## src/rtl/sst_pkg.sv

```systemverilog
package sst_pkg;
  localparam int BYTE_W    = 8;
  localparam int NREG      = 4;
  localparam int FRAME_MAX = BYTE_W * NREG;
  localparam int BIT_CNT_W = $clog2(FRAME_MAX);
  localparam int ADDR_W    = $clog2(NREG);

  typedef logic [BYTE_W-1:0] byte_t;

  typedef enum logic [2:0] {
    ST_IDLE,
    ST_LEAD,
    ST_HIGH,
    ST_LOW,
    ST_TAIL,
    ST_GAP
  } st_e;

  // highest slot index used by a length code
  function automatic logic [ADDR_W-1:0] last_index(input logic [1:0] len);
    case (len)
      2'd0:    return ADDR_W'(0);
      2'd1:    return ADDR_W'(1);
      default: return ADDR_W'(NREG - 1);
    endcase
  endfunction

  function automatic byte_t flip_byte(input byte_t x);
    byte_t o;
    for (int i = 0; i < BYTE_W; i++) o[i] = x[BYTE_W-1-i];
    return o;
  endfunction

  // serial stream, first bit in the MSB position
  function automatic logic [FRAME_MAX-1:0] order_bits(input byte_t [NREG-1:0] r,
                                                      input logic [1:0] len,
                                                      input logic lsb);
    if (!lsb) return {r[0], r[1], r[2], r[3]};
    case (len)
      2'd0:    return {flip_byte(r[0]), {(3*BYTE_W){1'b0}}};
      2'd1:    return {flip_byte(r[1]), flip_byte(r[0]), {(2*BYTE_W){1'b0}}};
      default: return {flip_byte(r[3]), flip_byte(r[2]), flip_byte(r[1]), flip_byte(r[0])};
    endcase
  endfunction
endpackage

```

## src/rtl/sst_baud.sv

```systemverilog
module sst_baud #(
  parameter int DIV_W = 8
) (
  input  logic             clk,
  input  logic             rst,
  input  logic             run,
  input  logic [DIV_W-1:0] div,
  output logic             tick
);
  logic [DIV_W-1:0] cnt;
  logic [DIV_W-1:0] div_eff;

  assign div_eff = (div == '0) ? DIV_W'(1) : div;
  assign tick    = run && (cnt == div_eff - DIV_W'(1));

  always_ff @(posedge clk) begin
    if (rst || !run) cnt <= '0;
    else if (tick)   cnt <= '0;
    else             cnt <= cnt + DIV_W'(1);
  end
endmodule

```

## src/rtl/sst_txregs.sv

```systemverilog
module sst_txregs import sst_pkg::*; (
  input  logic                   clk,
  input  logic                   rst,
  input  logic                   wr_en,
  input  logic [ADDR_W-1:0]      wr_addr,
  input  byte_t                  wr_data,
  input  logic [1:0]             len,
  output byte_t [NREG-1:0]       slots,
  output logic                   last_wr
);
  byte_t mem [NREG];

  always_ff @(posedge clk) begin
    if (rst) begin
      for (int i = 0; i < NREG; i++) mem[i] <= '0;
    end else if (wr_en) begin
      mem[wr_addr] <= wr_data;
    end
  end

  for (genvar g = 0; g < NREG; g++) begin : g_out
    assign slots[g] = mem[g];
  end

  assign last_wr = wr_en && (wr_addr == last_index(len));
endmodule

```

## src/rtl/sst_ctrl.sv

```systemverilog
module sst_ctrl import sst_pkg::*; (
  input  logic             clk,
  input  logic             rst,
  input  logic             tick,
  input  byte_t [NREG-1:0] slots,
  input  logic [1:0]       len,
  input  logic             lsb,
  input  logic             last_wr,
  output logic             run,
  output logic             sclk,
  output logic             sdo,
  output logic             csn,
  output logic             tdre,
  output logic             tend,
  output logic             irq_empty,
  output logic             irq_end
);
  st_e                    st;
  logic [FRAME_MAX-1:0]   sh;
  logic [FRAME_MAX-1:0]   load_vec;
  logic [BIT_CNT_W-1:0]   left;
  logic [BIT_CNT_W-1:0]   frame_m1;
  logic                   gap_half;

  assign load_vec = order_bits(slots, len, lsb);
  assign frame_m1 = BIT_CNT_W'((int'(last_index(len)) + 1) * BYTE_W - 1);
  assign run      = (st != ST_IDLE);

  always_ff @(posedge clk) begin
    if (rst) begin
      st        <= ST_IDLE;
      sh        <= '0;
      left      <= '0;
      gap_half  <= 1'b0;
      sclk      <= 1'b0;
      sdo       <= 1'b0;
      csn       <= 1'b1;
      tdre      <= 1'b1;
      tend      <= 1'b1;
      irq_empty <= 1'b0;
      irq_end   <= 1'b0;
    end else begin
      irq_empty <= 1'b0;
      irq_end   <= 1'b0;
      case (st)
        ST_IDLE: begin
          if (!tdre) begin
            sh        <= load_vec;
            sdo       <= load_vec[FRAME_MAX-1];
            left      <= frame_m1;
            csn       <= 1'b0;
            tdre      <= 1'b1;
            irq_empty <= 1'b1;
            st        <= ST_LEAD;
          end
        end
        ST_LEAD, ST_LOW: begin
          if (tick) begin
            sclk <= 1'b1;
            st   <= ST_HIGH;
          end
        end
        ST_HIGH: begin
          if (tick) begin
            sclk <= 1'b0;
            if (left == '0) begin
              st <= ST_TAIL;
            end else begin
              sh   <= sh << 1;
              sdo  <= sh[FRAME_MAX-2];
              left <= left - BIT_CNT_W'(1);
              st   <= ST_LOW;
            end
          end
        end
        ST_TAIL: begin
          if (tick) begin
            csn      <= 1'b1;
            gap_half <= 1'b0;
            if (tdre) begin
              tend    <= 1'b1;
              irq_end <= 1'b1;
            end
            st <= ST_GAP;
          end
        end
        ST_GAP: begin
          if (tick) begin
            if (gap_half) st <= ST_IDLE;
            else          gap_half <= 1'b1;
          end
        end
        default: st <= ST_IDLE;
      endcase
      if (last_wr) begin
        tdre    <= 1'b0;
        tend    <= 1'b0;
        irq_end <= 1'b0;
      end
    end
  end
endmodule

```

## src/rtl/sync_ser_tx.sv

```systemverilog
module sync_ser_tx import sst_pkg::*; #(
  parameter int DIV_W = 8
) (
  input  logic              clk,
  input  logic              rst,
  input  logic              wr_en,
  input  logic [ADDR_W-1:0] wr_addr,
  input  logic [BYTE_W-1:0] wr_data,
  input  logic [1:0]        cfg_len,
  input  logic              cfg_lsb_first,
  input  logic [DIV_W-1:0]  cfg_div,
  output logic              sclk,
  output logic              sdo,
  output logic              csn,
  output logic              tdre,
  output logic              tend,
  output logic              irq_empty,
  output logic              irq_end
);
  byte_t [NREG-1:0] slots;
  logic             last_wr;
  logic             run;
  logic             tick;

  sst_txregs u_regs (
    .clk     (clk),
    .rst     (rst),
    .wr_en   (wr_en),
    .wr_addr (wr_addr),
    .wr_data (wr_data),
    .len     (cfg_len),
    .slots   (slots),
    .last_wr (last_wr)
  );

  sst_baud #(.DIV_W(DIV_W)) u_baud (
    .clk  (clk),
    .rst  (rst),
    .run  (run),
    .div  (cfg_div),
    .tick (tick)
  );

  sst_ctrl u_ctrl (
    .clk       (clk),
    .rst       (rst),
    .tick      (tick),
    .slots     (slots),
    .len       (cfg_len),
    .lsb       (cfg_lsb_first),
    .last_wr   (last_wr),
    .run       (run),
    .sclk      (sclk),
    .sdo       (sdo),
    .csn       (csn),
    .tdre      (tdre),
    .tend      (tend),
    .irq_empty (irq_empty),
    .irq_end   (irq_end)
  );
endmodule

```

## config.mk

```make
export PLATFORM = sky130hd
export DESIGN_NAME = sync_ser_tx
export DESIGN_NICKNAME = d
export VERILOG_FILES = /design/src/rtl/sst_pkg.sv /design/src/rtl/sst_baud.sv /design/src/rtl/sst_txregs.sv /design/src/rtl/sst_ctrl.sv /design/src/rtl/sync_ser_tx.sv
export SDC_FILE = /design/constraint.sdc
export NUM_CORES = 1
export LEC_CHECK = 0
export BUFFER_PORTS_ARGS = -buffer_cell sky130_fd_sc_hd__clkbuf_2
export CAP_MARGIN = 20
export CORE_MARGIN = 3
export CORE_UTILIZATION = 25
export DETAILED_ROUTE_END_ITERATION = 16
export HOLD_SLACK_MARGIN = 0.03
export PLACE_DENSITY = 0.46
export SYNTH_ARGS = -nofsm -noshare
export SYNTH_HDL_FRONTEND = slang
export SYNTH_SLANG_ARGS = --single-unit
```

## constraint.sdc

```tcl
create_clock -name clk -period 9.3 [get_ports clk]
set_input_delay 1.86 -clock clk [delete_from_list [all_inputs] [get_ports clk]]
set_output_delay 1.86 -clock clk [all_outputs]
set_load 0.01 [all_outputs]
```

* Yosys cells after proc, flatten, opt, wreduce, memory -nomap -nowiden *
Memories as Yosys holds them, arrays and structs flattened.
Index checks and enable logic that the tools add are counted.

word-level totals
  bits in registers = 55
  bits in writable memories = 32
  input bits = 24
  logic and storage cells = 110
  memories kept = 1

memory list
  name        depth  bits a word  read ports  clocked after Yosys merged registers in  wr ports  line              RTL
  u_regs.mem  4      8            4           0                                        4         sst_txregs.sv:11  byte_t mem [NREG];

operators by class
  $add $sub $neg = 5
  equality and inequality tests = 15
  muxes and demuxes = 46
  bitwise logic cells = 3
  reduce and logical (&&, ||, !) cells = 28

operator list
  operator             number
  $mux 31              3
  $pmux 32 s2          1
  $pmux 31 s2          1
  $mux 32              1
  $mux 3               7
  $mux 1               20
  $mux 8               2
  $reduce_bool 2->1    8
  $mux 5               3
  $pmux 3 s5           1
  $ne 2x2->1 const B   6
  $reduce_and 3->1     4
  $pmux 5 s2           1
  $add 8x1->8 const B  1
  $eq 8x8->1           1
  $logic_not 8->1      1
  $pmux 1 s2           4
  $reduce_or 8->1      1
  $sub 8x1->8 const B  1
  $eq 3x2->1 const B   2
  $eq 3x3->1 const B   2
  $reduce_and 6->1     1
  $reduce_or 2->1      3
  $logic_not 5->1      1
  other kinds (18)     21

* Logic depth before layout (Yosys ltp) *
Gate-level depths: netlist (run 1).

  word-level depth = 8
  depth in mapped cells = 13
  gate-level depth less buffers = 11

* Cells and area by module *
Synthesis (run 1) repeated with hierarchy kept, for this count alone.

unflattened totals
  cell total of the unflattened synthesis = 508
  area, all modules = 4763.3 µm²

by module, submodules not included
  module      times used  cells each  area an instance (µm²)  sequential area each (µm²)
  sst_ctrl    1           339         2772.7                  940.9
  sst_txregs  1           86          1320.0                  960.9
  sst_baud    1           83          670.6                   160.2

* Worst setup path before layout (run 1) *
Ideal clock, no wire load.

  path type = input to register
  start point = in cfg_div[3]
  end point = reg u_ctrl.sh[0]
  setup time = 0.132 ns
  arrival time = 4.382 ns
  path slack = 4.786 ns
  cell stages on the path = 13
  buffers on the path = 2
  cells stage by stage = nor4_4 nor4b_4 nor2_1 ha_1 nor2b_1 or3_1 a31oi_1 nand4_2 o21ai_2 and2_1 buf_6 buf_2 o32ai_1

between the ends
  cells in the longest elaborated chain, start to end = 7

RTL lines
  item                            line               RTL
  start: declaration              sync_ser_tx.sv:11  input logic [DIV_W-1:0] cfg_div,
  $logic_not 8->1                 sst_baud.sv:13     assign div_eff = (div == '0) ? DIV_W'(1) : div;
  $mux 8 (*)                      sst_baud.sv:13
  $sub 8x1->8 (*)                 sst_baud.sv:14     assign tick = run && (cnt == div_eff - DIV_W'(1));
  $eq 8x8->1 (*)                  sst_baud.sv:14
  $logic_and 1x1->1 (*)           sst_baud.sv:14
  $ne 2x2->1 (no line) (*)        n/a
  $reduce_and 4->1 (no line) (*)  n/a
  end signal: assignment          sst_ctrl.sv:48     sh <= load_vec;
  end signal: assignment          sst_ctrl.sv:69     sh <= sh << 1;
  end: declaration                sst_ctrl.sv:19     logic [FRAME_MAX-1:0] sh;

Mark *: on every way between the ends. The rest lies on a longest branch, timed or not.
A chain may end at the register's enable or synchronous reset.

* Worst setup path after layout (run 1) *
Same ends and word-level chain as after synthesis.

==> flow_summary.html, run 1 <==
<table>
<tr><th>Metric</th><th>Value</th></tr>
<tr><th colspan="2">Cells and area</th></tr>
<tr><td>Cell Count, Final, Fillers Out</td><td>765</td></tr>
<tr><td>Share of layout cells above drive strength 1</td><td>13.6%</td></tr>
<tr><td>Register Area</td><td>2060 µm²</td></tr>
<tr><td>ANT cells</td><td>0</td></tr>
<tr><td>Area growth, synth to finish</td><td>13.0%</td></tr>
<tr><td>Multi-input combinational cell area</td><td>2390 µm²</td></tr>
<tr><td>Total of fill cells in the finished design</td><td>1871</td></tr>
<tr><td>Highest-count cells in the layout ignoring fill and taps</td><td>sky130_fd_sc_hd__dfxtp_1, sky130_fd_sc_hd__nor2_1, sky130_fd_sc_hd__nand2_1, sky130_fd_sc_hd__and2_1, sky130_fd_sc_hd__edfxtp_1</td></tr>
<tr><td>Most common library cell in the layout ignoring fill and taps</td><td>sky130_fd_sc_hd__dfxtp_1</td></tr>
<tr><td>Nets</td><td>558</td></tr>
<tr><th colspan="2">Global routing</th></tr>
<tr><td>Met1 usage</td><td>16.7%</td></tr>
<tr><td>Largest net degree at the start of global routing</td><td>50</td></tr>
<tr><td>GRT met2 Usage</td><td>19.4%</td></tr>
<tr><td>Number of global-route vias before repair</td><td>3791</td></tr>
<tr><td>Grt ovf</td><td>0</td></tr>
<tr><td>First-pass GRT wire length</td><td>19.8 mm</td></tr>
<tr><td>Total global routing track utilization</td><td>12.1%</td></tr>
<tr><td>Met3 demand-to-capacity share in global routing</td><td>2.49%</td></tr>
<tr><td>Most heavily used metal layer in global routing</td><td>met2</td></tr>
<tr><td>Number of antenna violations at the first check in global routing</td><td>0</td></tr>
<tr><th colspan="2">Drt</th></tr>
<tr><td>Per-cell routed wire length</td><td>15.7 µm</td></tr>
<tr><td>Pre-Repair DR Iteration Count</td><td>4</td></tr>
<tr><td>DRC violation total after the first TritonRoute iteration</td><td>254</td></tr>
<tr><td>Total number of vias</td><td>3832</td></tr>
<tr><td>Number of design rule violations left after detail routing</td><td>0</td></tr>
<tr><td>Via count normalized by instance count</td><td>5.01</td></tr>
<tr><td>Post-detailed-route count of antenna-violating nets</td><td>0</td></tr>
<tr><td>Aggregate routed wire length</td><td>12.0 mm</td></tr>
<tr><th colspan="2">Worst setup path</th></tr>
<tr><td>Crit Path Category</td><td>in -&gt; reg</td></tr>
<tr><td>Origin of the worst setup path</td><td>cfg_div[3]</td></tr>
<tr><td>Depth of the most critical reg-to-reg path</td><td>7</td></tr>
<tr><td>Critical-path cell list</td><td>clkbuf_2, nor4_4, nor4b_4, nor2_1, ha_1, xnor2_1, a221o_1, nor3_1, nand4_2, o21ai_2, buf_4, and2_1, buf_4, o32ai_1</td></tr>
<tr><td>Slowest-stage cell, CP</td><td>sky130_fd_sc_hd__and2_1</td></tr>
<tr><td>Critical path endpoint category</td><td>flop</td></tr>
<tr><td>Critical path data arrival time</td><td>5530 ps</td></tr>
<tr><td>Startpoint of the worst register-to-register path</td><td>u_ctrl.st[2]</td></tr>
<tr><td>Startpoint class of the critical path</td><td>input pin</td></tr>
<tr><td>Critical-path maximum fanout</td><td>34</td></tr>
<tr><td>Cell class contributing the biggest share of worst-path delay</td><td>simple AND/OR/NAND/NOR gates</td></tr>
<tr><td>Number of buffer and inverter instances along the worst setup path</td><td>3</td></tr>
<tr><td>Register-to-register path setup slack</td><td>6180 ps</td></tr>
<tr><td>Worst path required time</td><td>9500 ps</td></tr>
<tr><td>Most prevalent standard cell on the critical path</td><td>sky130_fd_sc_hd__buf_4</td></tr>
<tr><td>Reg2Reg Capture Point</td><td>u_ctrl.sh[0]</td></tr>
<tr><td>Maximum single-stage delay on the critical path</td><td>530 ps</td></tr>
<tr><th colspan="2">Clock network</th></tr>
<tr><td>Root Buffer</td><td>sky130_fd_sc_hd__clkbuf_16</td></tr>
<tr><td>Number of setup buffers added after CTS</td><td>0</td></tr>
<tr><td>Hold-fix buffer count after cts</td><td>0</td></tr>
<tr><td>Insertion delay of the later-clocked pin in the worst-skew pair</td><td>330 ps</td></tr>
<tr><td>CTS sink cnt</td><td>87</td></tr>
<tr><td>TritonCTS clock tree</td><td>yes</td></tr>
<tr><td>H-tree depth</td><td>3</td></tr>
<tr><td>Post-CTS Resized</td><td>0</td></tr>
<tr><td>Clock Tree Buf Depth</td><td>2</td></tr>
<tr><td>Clock-pin slew reported for the worst setup and hold paths after clock tree synthesis</td><td>60 ps</td></tr>
<tr><td>Total CTS buffers</td><td>9</td></tr>
<tr><th colspan="2">Yosys</th></tr>
<tr><td>Part of the Yosys area used for sequential elements</td><td>44.4%</td></tr>
<tr><td>Post-synth top area share</td><td>23.7%</td></tr>
<tr><td>Warning count from the yosys run</td><td>0</td></tr>
<tr><td>Instance count of the mapped netlist</td><td>520</td></tr>
<tr><td>Net count after synthesis</td><td>547</td></tr>
<tr><td>Syn Area/Cell</td><td>8.94 µm²</td></tr>
<tr><td>Area contributors post-synth</td><td>sky130_fd_sc_hd__dfxtp_1, sky130_fd_sc_hd__edfxtp_1, sky130_fd_sc_hd__and2_1, sky130_fd_sc_hd__mux2i_1, sky130_fd_sc_hd__a221oi_1</td></tr>
<tr><td>Post-synth design cell area</td><td>4650 µm²</td></tr>
<tr><td>Count of cell types in the netlist</td><td>55</td></tr>
<tr><td>Flop and latch count out of synthesis</td><td>87</td></tr>
<tr><td>Leading area contributor after synthesis</td><td>sky130_fd_sc_hd__dfxtp_1</td></tr>
<tr><th colspan="2">Power</th></tr>
<tr><td>Pleak</td><td>1.88 nW</td></tr>
<tr><td>IR Drop Worst-Case VDD</td><td>0.0678 mV</td></tr>
<tr><td>Pwr Density</td><td>168 nW/µm²</td></tr>
<tr><td>Final total power</td><td>0.884 mW</td></tr>
<tr><th colspan="2">Placed design</th></tr>
<tr><td>Gpl congestion</td><td>0.838</td></tr>
<tr><td>Hpwl dp</td><td>8.50 mm</td></tr>
<tr><td>I/O Buffers</td><td>30</td></tr>
<tr><td>Placed Cells</td><td>749</td></tr>
<tr><th colspan="2">Hold path</th></tr>
<tr><td>WHS Path Cells</td><td>2</td></tr>
<tr><td>Class of the tightest hold or removal check</td><td>reg -&gt; reg</td></tr>
<tr><td>Start point of the worst min-delay path</td><td>u_ctrl.sdo</td></tr>
<tr><td>Endpoint of the worst hold path</td><td>u_ctrl.sdo</td></tr>
<tr><th colspan="2">STA</th></tr>
<tr><td>Transition time at the pin with the least slew margin</td><td>1140 ps</td></tr>
<tr><td>Post-route clock period utilization</td><td>57.4%</td></tr>
<tr><td>Final min period</td><td>5340 ps</td></tr>
<tr><td>Fmax achieved</td><td>0.187 GHz</td></tr>
<tr><td>Endpoints failing setup</td><td>0</td></tr>
<tr><td>Aggregate negative setup slack</td><td>0 ps</td></tr>
<tr><td>Maximum clock skew at final layout</td><td>10.2 ps</td></tr>
<tr><td>Worst hold slack</td><td>450 ps</td></tr>
<tr><td>Count of final hold-check violations</td><td>0</td></tr>
<tr><td>RSZ-0062 raised after global routing</td><td>no</td></tr>
<tr><td>Max-slew headroom at the worst pin</td><td>24.2%</td></tr>
<tr><td>Max-slew violation total from the final report</td><td>0</td></tr>
<tr><th colspan="2">Floorplanning</th></tr>
<tr><td># rows</td><td>49</td></tr>
<tr><td>Die Span Y</td><td>142 µm</td></tr>
<tr><td>Number of top-level pins</td><td>31</td></tr>
<tr><td>Area of the core region</td><td>18100 µm²</td></tr>
<tr><td>Chip Width</td><td>142 µm</td></tr>
<tr><td>Total die area</td><td>20300 µm²</td></tr>
<tr><td>Initial core utilization</td><td>25.7%</td></tr>
<tr><th colspan="2">Outcome</th></tr>
<tr><td>Status</td><td>completed</td></tr>
<tr><th colspan="2">Flow run</th></tr>
<tr><td>Max Cap Viol</td><td>0</td></tr>
</table>
-- worst reg2reg max path, stage by stage, from the launching register on --
cell and delay, ps:
sky130_fd_sc_hd__dfxtp_1 390, sky130_fd_sc_hd__nand2b_1 220, sky130_fd_sc_hd__nand2b_1 680, sky130_fd_sc_hd__o21ai_2 330
sky130_fd_sc_hd__buf_4 360, sky130_fd_sc_hd__and2_1 550, sky130_fd_sc_hd__buf_4 350, sky130_fd_sc_hd__o32ai_1 110
-- stage by stage --
step	utilization, %	instance area, µm²	setup WS [ps]
final	29.0	5250	3960
after global routing	29.0	5250	3660
after CTS	29.0	5250	3930
after detailed placement	27.6	4990	3580
after global placement	27.5	4980	3700
after floorplan	-	4650	4790
-- power breakdown --
| group | internal, mW | total, mW | switching, mW | leakage (nW) |
|---|---|---|---|---|
| logic | 0.0450 | 0.119 | 0.0739 | 0.998 |
| clock network | 0.183 | 0.326 | 0.143 | 0.127 |
| registers | 0.417 | 0.439 | 0.0217 | 0.757 |
| total | 0.645 | 0.884 | 0.239 | 1.88 |
-- registers in the layout, indices dropped and copies added, names as in the netlist, 3 cells and up --
signal / cells
u_baud.cnt: 8
u_ctrl.left: 5
u_ctrl.sh: 31
u_ctrl.st: 3
u_regs.mem: 32
-- area by class of cell --
cell class                      instances  area share (%)
Clock buffer                           13            4.60
Clock inverter                          3           0.405
Inverter                                8           0.572
Multi-Input combinational cell        386            45.6
Sequential cell                        87            39.3
Tap cell                              229            5.45
Timing Repair Buffer                   39            4.14
-- per-layer routing --
metal,wire length [µm],vias to the layer above
met1,6030,1841
met4,104,0
met5,0,-
met3,375,8
li1,-,1927
met2,5500,56
-- cells in the mapped netlist, drive strengths merged --
cell type   n
o311a       1
nand2b      7
a221o       1
a311oi      4
o21ai      43
clkbuf     32
a21bo       2
a31o        1
nand4bb     1
inv         8
and3        6
edfxtp     32
nor3       31
buf         7
a211o       1
nor2b       7
or3         3
xor2        5
xnor2       6
o21bai      1
a31oi       6
nor4bb      1
a22oi       1
and3b       1
nor3b       2
o22ai       1
o32ai       1
o31ai       4
o2111a      1
nor2       47
a221oi     20
nor4b       2
nand3      26
nand2      41
and2       34
or2         4
or4         1
mux2i      20
nor4        2
ha          3
nand4       5
a41oi       1
dfxtp      55
a21oi      23
a211oi     19
-- how the worst max path moves through the flow --
stage                         to  cells after the start
finish              u_ctrl.sh[0]                     14
CTS                 u_ctrl.sh[0]                     14
global placement    u_ctrl.sh[0]                     14
floorplan           u_ctrl.sh[0]                     13
detailed placement  u_ctrl.sh[0]                     14
global route        u_ctrl.sh[0]                     14
-- cell families after synthesis --
logic type	synth area share, %
AOI/OAI and AO/OA	19.4
xor gates and xnor gates	2.07
adders and majority gates	0.808
buffers and inverters	4.23
DFF	44.4
muxes	4.31
and+or+nand+nor	24.8
Note: power is estimated with default switching activity, not from simulation.
==> inputs of run 2 (changes only) <==
ABC_AREA = 1   (was unset)
PLACE_DENSITY = 0.47   (was 0.46)
clock period = 4.7 ns   (was 9.3 ns; I/O delays follow)
==> flow_summary.html, run 2 <==
<table>
<tr><th>Metric</th><th>Value</th></tr>
<tr><th colspan="2">Global routing</th></tr>
<tr><td>First-pass GRT wire length</td><td>20.7 mm</td></tr>
<tr><td>Number of antenna violations at the first check in global routing</td><td>0</td></tr>
<tr><td>Largest net degree at the start of global routing</td><td>56</td></tr>
<tr><td>Total global routing track utilization</td><td>12.0%</td></tr>
<tr><td>Number of global-route vias before repair</td><td>3868</td></tr>
<tr><td>Grt ovf</td><td>0</td></tr>
<tr><th colspan="2">Placed design</th></tr>
<tr><td>Placed Cells</td><td>895</td></tr>
<tr><td>I/O Buffers</td><td>30</td></tr>
<tr><td>Hpwl dp</td><td>8.56 mm</td></tr>
<tr><td>Gpl congestion</td><td>0.777</td></tr>
<tr><td>DP Worst Slack</td><td>1380 ps</td></tr>
<tr><th colspan="2">STA</th></tr>
<tr><td>RSZ-0062 raised after global routing</td><td>no</td></tr>
<tr><td>Final min period</td><td>2950 ps</td></tr>
<tr><td>Post-route clock period utilization</td><td>62.7%</td></tr>
<tr><td>Count of final hold-check violations</td><td>0</td></tr>
<tr><td>Worst Slack Setup Final</td><td>1750 ps</td></tr>
<tr><td>Transition time at the pin with the least slew margin</td><td>694 ps</td></tr>
<tr><td>Endpoints failing setup</td><td>0</td></tr>
<tr><td>Fmax achieved</td><td>0.339 GHz</td></tr>
<tr><td>Max-slew headroom at the worst pin</td><td>53.5%</td></tr>
<tr><td>Maximum clock skew at final layout</td><td>7.06 ps</td></tr>
<tr><td>Aggregate negative setup slack</td><td>0 ps</td></tr>
<tr><td>Max-slew violation total from the final report</td><td>0</td></tr>
<tr><th colspan="2">Hold path</th></tr>
<tr><td>Class of the tightest hold or removal check</td><td>reg -&gt; reg</td></tr>
<tr><td>WHS Path Cells</td><td>2</td></tr>
<tr><th colspan="2">Floorplanning</th></tr>
<tr><td>Area of the core region</td><td>18800 µm²</td></tr>
<tr><td>Number of top-level pins</td><td>31</td></tr>
<tr><td># rows</td><td>50</td></tr>
<tr><td>Total die area</td><td>21000 µm²</td></tr>
<tr><td>Initial core utilization</td><td>25.7%</td></tr>
<tr><td>Die Span Y</td><td>145 µm</td></tr>
<tr><td>Chip Width</td><td>145 µm</td></tr>
<tr><th colspan="2">Clock network</th></tr>
<tr><td>Number of setup buffers added after CTS</td><td>0</td></tr>
<tr><td>Clock-pin slew reported for the worst setup and hold paths after clock tree synthesis</td><td>60 ps</td></tr>
<tr><td>Clock Tree Buf Depth</td><td>2</td></tr>
<tr><td>Total CTS buffers</td><td>9</td></tr>
<tr><td>Insertion delay of the later-clocked pin in the worst-skew pair</td><td>350 ps</td></tr>
<tr><td>Hold-fix buffer count after cts</td><td>0</td></tr>
<tr><td>CTS sink cnt</td><td>87</td></tr>
<tr><td>Post-CTS Resized</td><td>0</td></tr>
<tr><td>Root Buffer</td><td>sky130_fd_sc_hd__clkbuf_16</td></tr>
<tr><td>H-tree depth</td><td>3</td></tr>
<tr><td>TritonCTS clock tree</td><td>yes</td></tr>
<tr><th colspan="2">Yosys</th></tr>
<tr><td>Syn Area/Cell</td><td>7.68 µm²</td></tr>
<tr><td>Count of flip-flops with a built-in enable after synthesis</td><td>32</td></tr>
<tr><td>Area contributors post-synth</td><td>sky130_fd_sc_hd__dfxtp_1, sky130_fd_sc_hd__edfxtp_1, sky130_fd_sc_hd__nand2_1, sky130_fd_sc_hd__nor2_1, sky130_fd_sc_hd__nand3_1</td></tr>
<tr><td>Part of the Yosys area used for sequential elements</td><td>42.7%</td></tr>
<tr><td>Share of the synthesized area in compound gates (AO/OA/AOI/OAI)</td><td>15.8%</td></tr>
<tr><td>FFs w/ async S/R, synth</td><td>0%</td></tr>
<tr><td>Multiplexer area fraction after synthesis</td><td>0%</td></tr>
<tr><td>Post-synthesis xor/xnor area fraction</td><td>2.54%</td></tr>
<tr><td>Share of synthesized cell area in and, or, nand and nor gates</td><td>30.3%</td></tr>
<tr><td>Instance count of the mapped netlist</td><td>629</td></tr>
<tr><td>Most frequently used flop master after synthesis</td><td>sky130_fd_sc_hd__dfxtp_1</td></tr>
<tr><td>Flop and latch count out of synthesis</td><td>87</td></tr>
<tr><td>Net count after synthesis</td><td>656</td></tr>
<tr><td>Count of cell types in the netlist</td><td>39</td></tr>
<tr><td>Warning count from the yosys run</td><td>0</td></tr>
<tr><td>Leading area contributor after synthesis</td><td>sky130_fd_sc_hd__dfxtp_1</td></tr>
<tr><td>Most frequent cell after synthesis</td><td>sky130_fd_sc_hd__nand2_1</td></tr>
<tr><td>Synthesized-area fraction occupied by adder cells</td><td>0.777%</td></tr>
<tr><td>Most used standard cells in the synthesized netlist</td><td>sky130_fd_sc_hd__nand2_1, sky130_fd_sc_hd__nor2_1, sky130_fd_sc_hd__dfxtp_1, sky130_fd_sc_hd__inv_1, sky130_fd_sc_hd__nand3_1</td></tr>
<tr><td>Post-synth design cell area</td><td>4830 µm²</td></tr>
<tr><td>Combinational family with the most area after synthesis</td><td>simple AND/OR/NAND/NOR gates</td></tr>
<tr><td>Post-synth top area share</td><td>22.8%</td></tr>
<tr><th colspan="2">Outcome</th></tr>
<tr><td>Status</td><td>completed</td></tr>
<tr><th colspan="2">Cells and area</th></tr>
<tr><td>Highest-count cells in the layout ignoring fill and taps</td><td>sky130_fd_sc_hd__nand2_1, sky130_fd_sc_hd__nor2_1, sky130_fd_sc_hd__dfxtp_1, sky130_fd_sc_hd__inv_1, sky130_fd_sc_hd__nand3_1</td></tr>
<tr><td>Share of layout cells above drive strength 1</td><td>16.0%</td></tr>
<tr><td>Flip-flop count of the largest register after layout</td><td>32</td></tr>
<tr><td>Nets</td><td>673</td></tr>
<tr><td>ANT cells</td><td>0</td></tr>
<tr><td>Most common library cell in the layout ignoring fill and taps</td><td>sky130_fd_sc_hd__nand2_1</td></tr>
<tr><td>Cell Count, Final, Fillers Out</td><td>911</td></tr>
<tr><td>Leading registers by flop count</td><td>u_regs.mem (32), u_ctrl.sh (31), u_baud.cnt (8)</td></tr>
<tr><td>Area growth, synth to finish</td><td>13.7%</td></tr>
<tr><td>Register containing the most flip-flops in the final layout</td><td>u_regs.mem</td></tr>
<tr><th colspan="2">Worst setup path</th></tr>
<tr><td>Startpoint class of the critical path</td><td>input pin</td></tr>
<tr><td>Critical path data arrival time</td><td>3160 ps</td></tr>
<tr><td>Critical-path maximum fanout</td><td>54</td></tr>
<tr><td>Worst path required time</td><td>4920 ps</td></tr>
<tr><td>Crit Path Category</td><td>in -&gt; reg</td></tr>
<tr><td>Depth of the most critical reg-to-reg path</td><td>9</td></tr>
<tr><td>Critical path endpoint category</td><td>flop</td></tr>
<tr><th colspan="2">Power</th></tr>
<tr><td>Clk pwr share</td><td>35.4%</td></tr>
<tr><td>Sequential Power Share</td><td>42.9%</td></tr>
<tr><td>IR Drop Worst-Case VDD</td><td>0.201 mV</td></tr>
<tr><td>Net switching fraction of the power</td><td>31.4%</td></tr>
<tr><td>P_int</td><td>1.44 mW</td></tr>
<tr><td>NetSw</td><td>0.660 mW</td></tr>
<tr><td>Share of power burned in combinational logic</td><td>21.7%</td></tr>
<tr><td>Pleak</td><td>2.19 nW</td></tr>
<tr><td>Pwr Density</td><td>383 nW/µm²</td></tr>
<tr><td>Final total power</td><td>2.10 mW</td></tr>
<tr><th colspan="2">Drt</th></tr>
<tr><td>Post-detailed-route count of antenna-violating nets</td><td>0</td></tr>
<tr><td>Per-cell routed wire length</td><td>13.5 µm</td></tr>
<tr><td>Via count normalized by instance count</td><td>4.46</td></tr>
<tr><td>Aggregate routed wire length</td><td>12.3 mm</td></tr>
<tr><td>DRC violation total after the first TritonRoute iteration</td><td>336</td></tr>
<tr><td>Pre-Repair DR Iteration Count</td><td>5</td></tr>
<tr><td>Total number of vias</td><td>4061</td></tr>
<tr><td>Number of design rule violations left after detail routing</td><td>0</td></tr>
<tr><th colspan="2">Flow run</th></tr>
<tr><td>Max Cap Viol</td><td>0</td></tr>
</table>
==> run 2: changes by cell type in the layout (fill, tap and decap cells not counted), moves of 17 or more <==
cell,delta
sky130_fd_sc_hd__a221oi_1,-20
sky130_fd_sc_hd__a21oi_2,+17
sky130_fd_sc_hd__nand2_1,+112
sky130_fd_sc_hd__inv_1,+39
sky130_fd_sc_hd__nand3_1,+20
sky130_fd_sc_hd__mux2i_1,-20
sky130_fd_sc_hd__nor2_1,+25
sky130_fd_sc_hd__a21oi_1,+22
sky130_fd_sc_hd__and2_1,-34
sky130_fd_sc_hd__nand3_2,+17
sky130_fd_sc_hd__nor3_1,-22
sky130_fd_sc_hd__o21ai_1,-23
==> run 2: path summary, 6_finish.rpt <==
path	slack, ps	endpoint	startpoint
setup / recovery	1750	u_ctrl.left[2]	cfg_div[2]
hold / removal	470	u_ctrl.sclk	u_ctrl.sclk
hold reg to reg	470	u_ctrl.sclk	u_ctrl.sclk
setup reg to reg	2280	u_ctrl.left[4]	u_ctrl.st[2]
==> run 2: stage by stage <==
step | utilization [%] | hold slack (ps) | instance area [µm²]
floorplan | - | 436 | 4830
global placement | 27.5 | 449 | 5180
detailed placement | 27.5 | 458 | 5180
CTS | 29.2 | 468 | 5490
global route | 29.2 | 490 | 5490
finish | 29.2 | 467 | 5490
==> run 2: routing by layer <==
layer,vias up,global-route usage [%],wire length (µm),share of wire [%]
met1,1824,17.6,6430,52
met5,-,0,0,0
li1,2136,-,-,-
met3,7,2.94,587,4.8
met4,0,3.28,138,1.1
met2,94,17.7,5170,42
==> run 2: layout make-up <==
cell class / instances / area [µm²]
clock buffer: 15 / 300
tap: 260 / 325
sequential: 87 / 2060
clock inverter: 1 / 8.76
fill: 2053 / 13300
timing repair buffer: 36 / 195
multi-input combinational: 455 / 2390
inverter: 57 / 214
==> run 2: logic make-up (layout without fill, tap and decap cells) <==
logic type | after synthesis | after routing
AND/OR/NAND/NOR | 317 | 317
AO/OA/AOI/OAI | 121 | 121
flip-flops | 87 | 87
buffers and inverters | 87 | 109
XOR/XNOR | 14 | 14
adder cells (fa/ha/maj) | 3 | 3
==> run 2: power by group through the flow <==
stage / clock network, mW / registers, mW / logic, mW
floorplan: 0 / 0.904 / 0.369
global placement: 0 / 0.921 / 0.462
detailed placement: 0 / 0.918 / 0.459
CTS: 0.768 / 0.902 / 0.461
global route: 0.802 / 0.912 / 0.519
finish: 0.745 / 0.902 / 0.456
==> run 2: critical path: stages <==
cell	delay, ps
sky130_fd_sc_hd__clkbuf_2	130
sky130_fd_sc_hd__inv_2	60
sky130_fd_sc_hd__nand2_2	60
sky130_fd_sc_hd__nor2_4	150
sky130_fd_sc_hd__nand2_4	90
sky130_fd_sc_hd__nand2_1	90
sky130_fd_sc_hd__inv_1	50
sky130_fd_sc_hd__ha_1	240
sky130_fd_sc_hd__nand3_1	120
sky130_fd_sc_hd__nand2_1	60
sky130_fd_sc_hd__nand2_1	50
sky130_fd_sc_hd__nand2_1	40
sky130_fd_sc_hd__inv_1	50
sky130_fd_sc_hd__nand2_1	60
sky130_fd_sc_hd__nor2_2	120
sky130_fd_sc_hd__nand2_4	100
sky130_fd_sc_hd__nand2_8	300
sky130_fd_sc_hd__nand2_4	230
sky130_fd_sc_hd__nand2_1	140
sky130_fd_sc_hd__a21oi_2	50
==> inputs of run 3 (changes only) <==
clock period = 2.7 ns   (was 4.7 ns; I/O delays follow)
==> flow_summary.html, run 3 (same netlist as run 2, synthesis figures left out) <==
<table>
<tr><th>Metric</th><th>Value</th></tr>
<tr><th colspan="2">Outcome</th></tr>
<tr><td>Status</td><td>completed</td></tr>
<tr><th colspan="2">Clock network</th></tr>
<tr><td>Root Buffer</td><td>sky130_fd_sc_hd__clkbuf_16</td></tr>
<tr><td>TritonCTS clock tree</td><td>yes</td></tr>
<tr><td>Clock-pin slew reported for the worst setup and hold paths after clock tree synthesis</td><td>60 ps</td></tr>
<tr><td>Clock Tree Buf Depth</td><td>2</td></tr>
<tr><td>Post-CTS Resized</td><td>0</td></tr>
<tr><td>Insertion delay of the later-clocked pin in the worst-skew pair</td><td>350 ps</td></tr>
<tr><td>H-tree depth</td><td>3</td></tr>
<tr><td>Hold-fix buffer count after cts</td><td>0</td></tr>
<tr><td>Number of setup buffers added after CTS</td><td>0</td></tr>
<tr><td>Total CTS buffers</td><td>9</td></tr>
<tr><td>CTS sink cnt</td><td>87</td></tr>
<tr><th colspan="2">STA</th></tr>
<tr><td>RSZ-0062 raised after global routing</td><td>no</td></tr>
<tr><td>Endpoints failing setup</td><td>0</td></tr>
<tr><td>Final min period</td><td>2260 ps</td></tr>
<tr><td>Aggregate negative setup slack</td><td>0 ps</td></tr>
<tr><td>Max-slew violation total from the final report</td><td>0</td></tr>
<tr><td>Max-slew headroom at the worst pin</td><td>56.4%</td></tr>
<tr><td>Fmax achieved</td><td>0.443 GHz</td></tr>
<tr><td>Transition time at the pin with the least slew margin</td><td>650 ps</td></tr>
<tr><td>Worst hold slack</td><td>459 ps</td></tr>
<tr><td>Count of final hold-check violations</td><td>0</td></tr>
<tr><td>Worst Slack Setup Final</td><td>441 ps</td></tr>
<tr><td>Post-route clock period utilization</td><td>83.7%</td></tr>
<tr><td>Maximum clock skew at final layout</td><td>7.02 ps</td></tr>
<tr><th colspan="2">Drt</th></tr>
<tr><td>Via count normalized by instance count</td><td>4.48</td></tr>
<tr><td>Per-cell routed wire length</td><td>13.6 µm</td></tr>
<tr><td>DRC violation total after the first TritonRoute iteration</td><td>217</td></tr>
<tr><td>Post-detailed-route count of antenna-violating nets</td><td>0</td></tr>
<tr><td>Total number of vias</td><td>4160</td></tr>
<tr><td>Aggregate routed wire length</td><td>12.6 mm</td></tr>
<tr><td>Pre-Repair DR Iteration Count</td><td>4</td></tr>
<tr><td>Number of design rule violations left after detail routing</td><td>0</td></tr>
<tr><th colspan="2">Power</th></tr>
<tr><td>Pleak</td><td>2.29 nW</td></tr>
<tr><td>NetSw</td><td>1.16 mW</td></tr>
<tr><td>IR Drop Worst-Case VDD</td><td>0.344 mV</td></tr>
<tr><td>Clk pwr share</td><td>35.1%</td></tr>
<tr><td>P_int</td><td>2.56 mW</td></tr>
<tr><td>Pwr Density</td><td>658 nW/µm²</td></tr>
<tr><td>Final total power</td><td>3.72 mW</td></tr>
<tr><td>Net switching fraction of the power</td><td>31.2%</td></tr>
<tr><td>Share of power burned in combinational logic</td><td>22.7%</td></tr>
<tr><td>Sequential Power Share</td><td>42.2%</td></tr>
<tr><th colspan="2">Worst setup path</th></tr>
<tr><td>Critical path data arrival time</td><td>2480 ps</td></tr>
<tr><td>Worst path required time</td><td>2920 ps</td></tr>
<tr><td>Crit Path Category</td><td>in -&gt; reg</td></tr>
<tr><td>Critical-path maximum fanout</td><td>19</td></tr>
<tr><td>Critical path endpoint category</td><td>flop</td></tr>
<tr><td>Register-to-register path setup slack</td><td>750 ps</td></tr>
<tr><td>Startpoint class of the critical path</td><td>input pin</td></tr>
<tr><th colspan="2">Cells and area</th></tr>
<tr><td>Flip-flop count of the largest register after layout</td><td>32</td></tr>
<tr><td>Total of fill cells in the finished design</td><td>2047</td></tr>
<tr><td>Cell Count, Final, Fillers Out</td><td>928</td></tr>
<tr><td>Register Area</td><td>2060 µm²</td></tr>
<tr><td>Highest-count cells in the layout ignoring fill and taps</td><td>sky130_fd_sc_hd__nand2_1, sky130_fd_sc_hd__nor2_1, sky130_fd_sc_hd__dfxtp_1, sky130_fd_sc_hd__inv_1, sky130_fd_sc_hd__nand3_1</td></tr>
<tr><td>Design Area, Final</td><td>5660 µm²</td></tr>
<tr><td>Leading registers by flop count</td><td>u_regs.mem (32), u_ctrl.sh (31), u_baud.cnt (8)</td></tr>
<tr><td>Most common library cell in the layout ignoring fill and taps</td><td>sky130_fd_sc_hd__nand2_1</td></tr>
<tr><td>ANT cells</td><td>0</td></tr>
<tr><td>Register containing the most flip-flops in the final layout</td><td>u_regs.mem</td></tr>
<tr><td>Core utilization of the finished layout</td><td>30.1%</td></tr>
<tr><td>Area growth, synth to finish</td><td>17.1%</td></tr>
<tr><td>Nets</td><td>690</td></tr>
<tr><td>Multi-input combinational cell area</td><td>2390 µm²</td></tr>
<tr><td>Share of layout cells above drive strength 1</td><td>18.4%</td></tr>
<tr><th colspan="2">Placed design</th></tr>
<tr><td>Hpwl dp</td><td>9.05 mm</td></tr>
<tr><td>Placed cell areas</td><td>5350 µm²</td></tr>
<tr><td>Gpl congestion</td><td>0.802</td></tr>
<tr><td>DP Worst Slack</td><td>83.4 ps</td></tr>
<tr><td>Placed Cells</td><td>912</td></tr>
<tr><td>I/O Buffers</td><td>30</td></tr>
<tr><th colspan="2">Floorplanning</th></tr>
<tr><td>Total die area</td><td>21000 µm²</td></tr>
<tr><td>Chip Width</td><td>145 µm</td></tr>
<tr><td>Initial core utilization</td><td>25.7%</td></tr>
<tr><td>Number of top-level pins</td><td>31</td></tr>
<tr><td>Area of the core region</td><td>18800 µm²</td></tr>
<tr><td># rows</td><td>50</td></tr>
<tr><td>Die Span Y</td><td>145 µm</td></tr>
<tr><th colspan="2">Flow run</th></tr>
<tr><td>Max Cap Viol</td><td>0</td></tr>
<tr><th colspan="2">Global routing</th></tr>
<tr><td>Number of antenna violations at the first check in global routing</td><td>1</td></tr>
<tr><td>Largest net degree at the start of global routing</td><td>37</td></tr>
<tr><td>Total global routing track utilization</td><td>12.3%</td></tr>
<tr><td>Grt ovf</td><td>0</td></tr>
<tr><td>Number of global-route vias before repair</td><td>3986</td></tr>
<tr><td>First-pass GRT wire length</td><td>21.1 mm</td></tr>
<tr><th colspan="2">Hold path</th></tr>
<tr><td>Class of the tightest hold or removal check</td><td>reg -&gt; reg</td></tr>
</table>
## run 3: cell types whose count changed in the layout (fill, tap and decap cells not counted)
cell                         delta
sky130_fd_sc_hd__bufinv_16      +1
sky130_fd_sc_hd__clkbuf_1       -2
sky130_fd_sc_hd__clkinvlp_4     +1
sky130_fd_sc_hd__clkbuf_16      -2
sky130_fd_sc_hd__clkinv_4       -1
sky130_fd_sc_hd__inv_4          +1
sky130_fd_sc_hd__inv_6          +1
sky130_fd_sc_hd__buf_12         +3
sky130_fd_sc_hd__buf_4         +14
sky130_fd_sc_hd__clkbuf_8       +1
## run 3: critical path, stage by stage
cell and delay (ps):
sky130_fd_sc_hd__clkbuf_2 110, sky130_fd_sc_hd__inv_1 70, sky130_fd_sc_hd__nand2_1 80, sky130_fd_sc_hd__nor2_4 130
sky130_fd_sc_hd__nand2_4 50, sky130_fd_sc_hd__nand2_1 70, sky130_fd_sc_hd__inv_1 40, sky130_fd_sc_hd__ha_1 250
sky130_fd_sc_hd__nand3_1 120, sky130_fd_sc_hd__nand2_1 60, sky130_fd_sc_hd__nand2_1 50, sky130_fd_sc_hd__nand2_1 50
sky130_fd_sc_hd__inv_1 50, sky130_fd_sc_hd__nand2_1 50, sky130_fd_sc_hd__nor2_2 120, sky130_fd_sc_hd__nand2_4 100
sky130_fd_sc_hd__nand2_8 160, sky130_fd_sc_hd__nand2_4 180, sky130_fd_sc_hd__nand2_1 140, sky130_fd_sc_hd__a21oi_2 50
## run 3: worst paths after layout
check / from / end / cells after the start
setup / recovery: cfg_div[4] / u_ctrl.sh[13] / 20
hold / removal: u_ctrl.sclk / u_ctrl.sclk / 2
setup reg to reg: u_ctrl.st[0] / u_ctrl.sdo / 11
hold reg to reg: u_ctrl.sclk / u_ctrl.sclk / 2
## run 3: routing by layer
| layer | global-route usage (%) | vias to the layer above | share of wire (%) |
|---|---|---|---|
| met5 | 0 | - | 0 |
| met4 | 3.37 | 0 | 0.52 |
| met3 | 3.06 | 4 | 4.5 |
| met2 | 18.1 | 83 | 43 |
| met1 | 18.1 | 1899 | 52 |
| li1 | - | 2174 | - |
## run 3: power groups by stage
stage / clock, mW / combinational [mW] / sequential [mW]
floorplan: 0 / 0.643 / 1.57
global placement: 0 / 0.853 / 1.60
detailed placement: 0 / 0.850 / 1.60
CTS: 1.34 / 0.853 / 1.57
global route: 1.41 / 0.966 / 1.59
finish: 1.31 / 0.844 / 1.57
## run 3: area by class of cell
class / count / share of cell area [%]
Clock buffer: 12 / 4.53
Clock inverter: 4 / 0.929
Inverter: 57 / 3.78
Multi-Input combinational cell: 455 / 42.2
Sequential cell: 87 / 36.4
Tap cell: 260 / 5.75
Timing Repair Buffer: 53 / 6.37
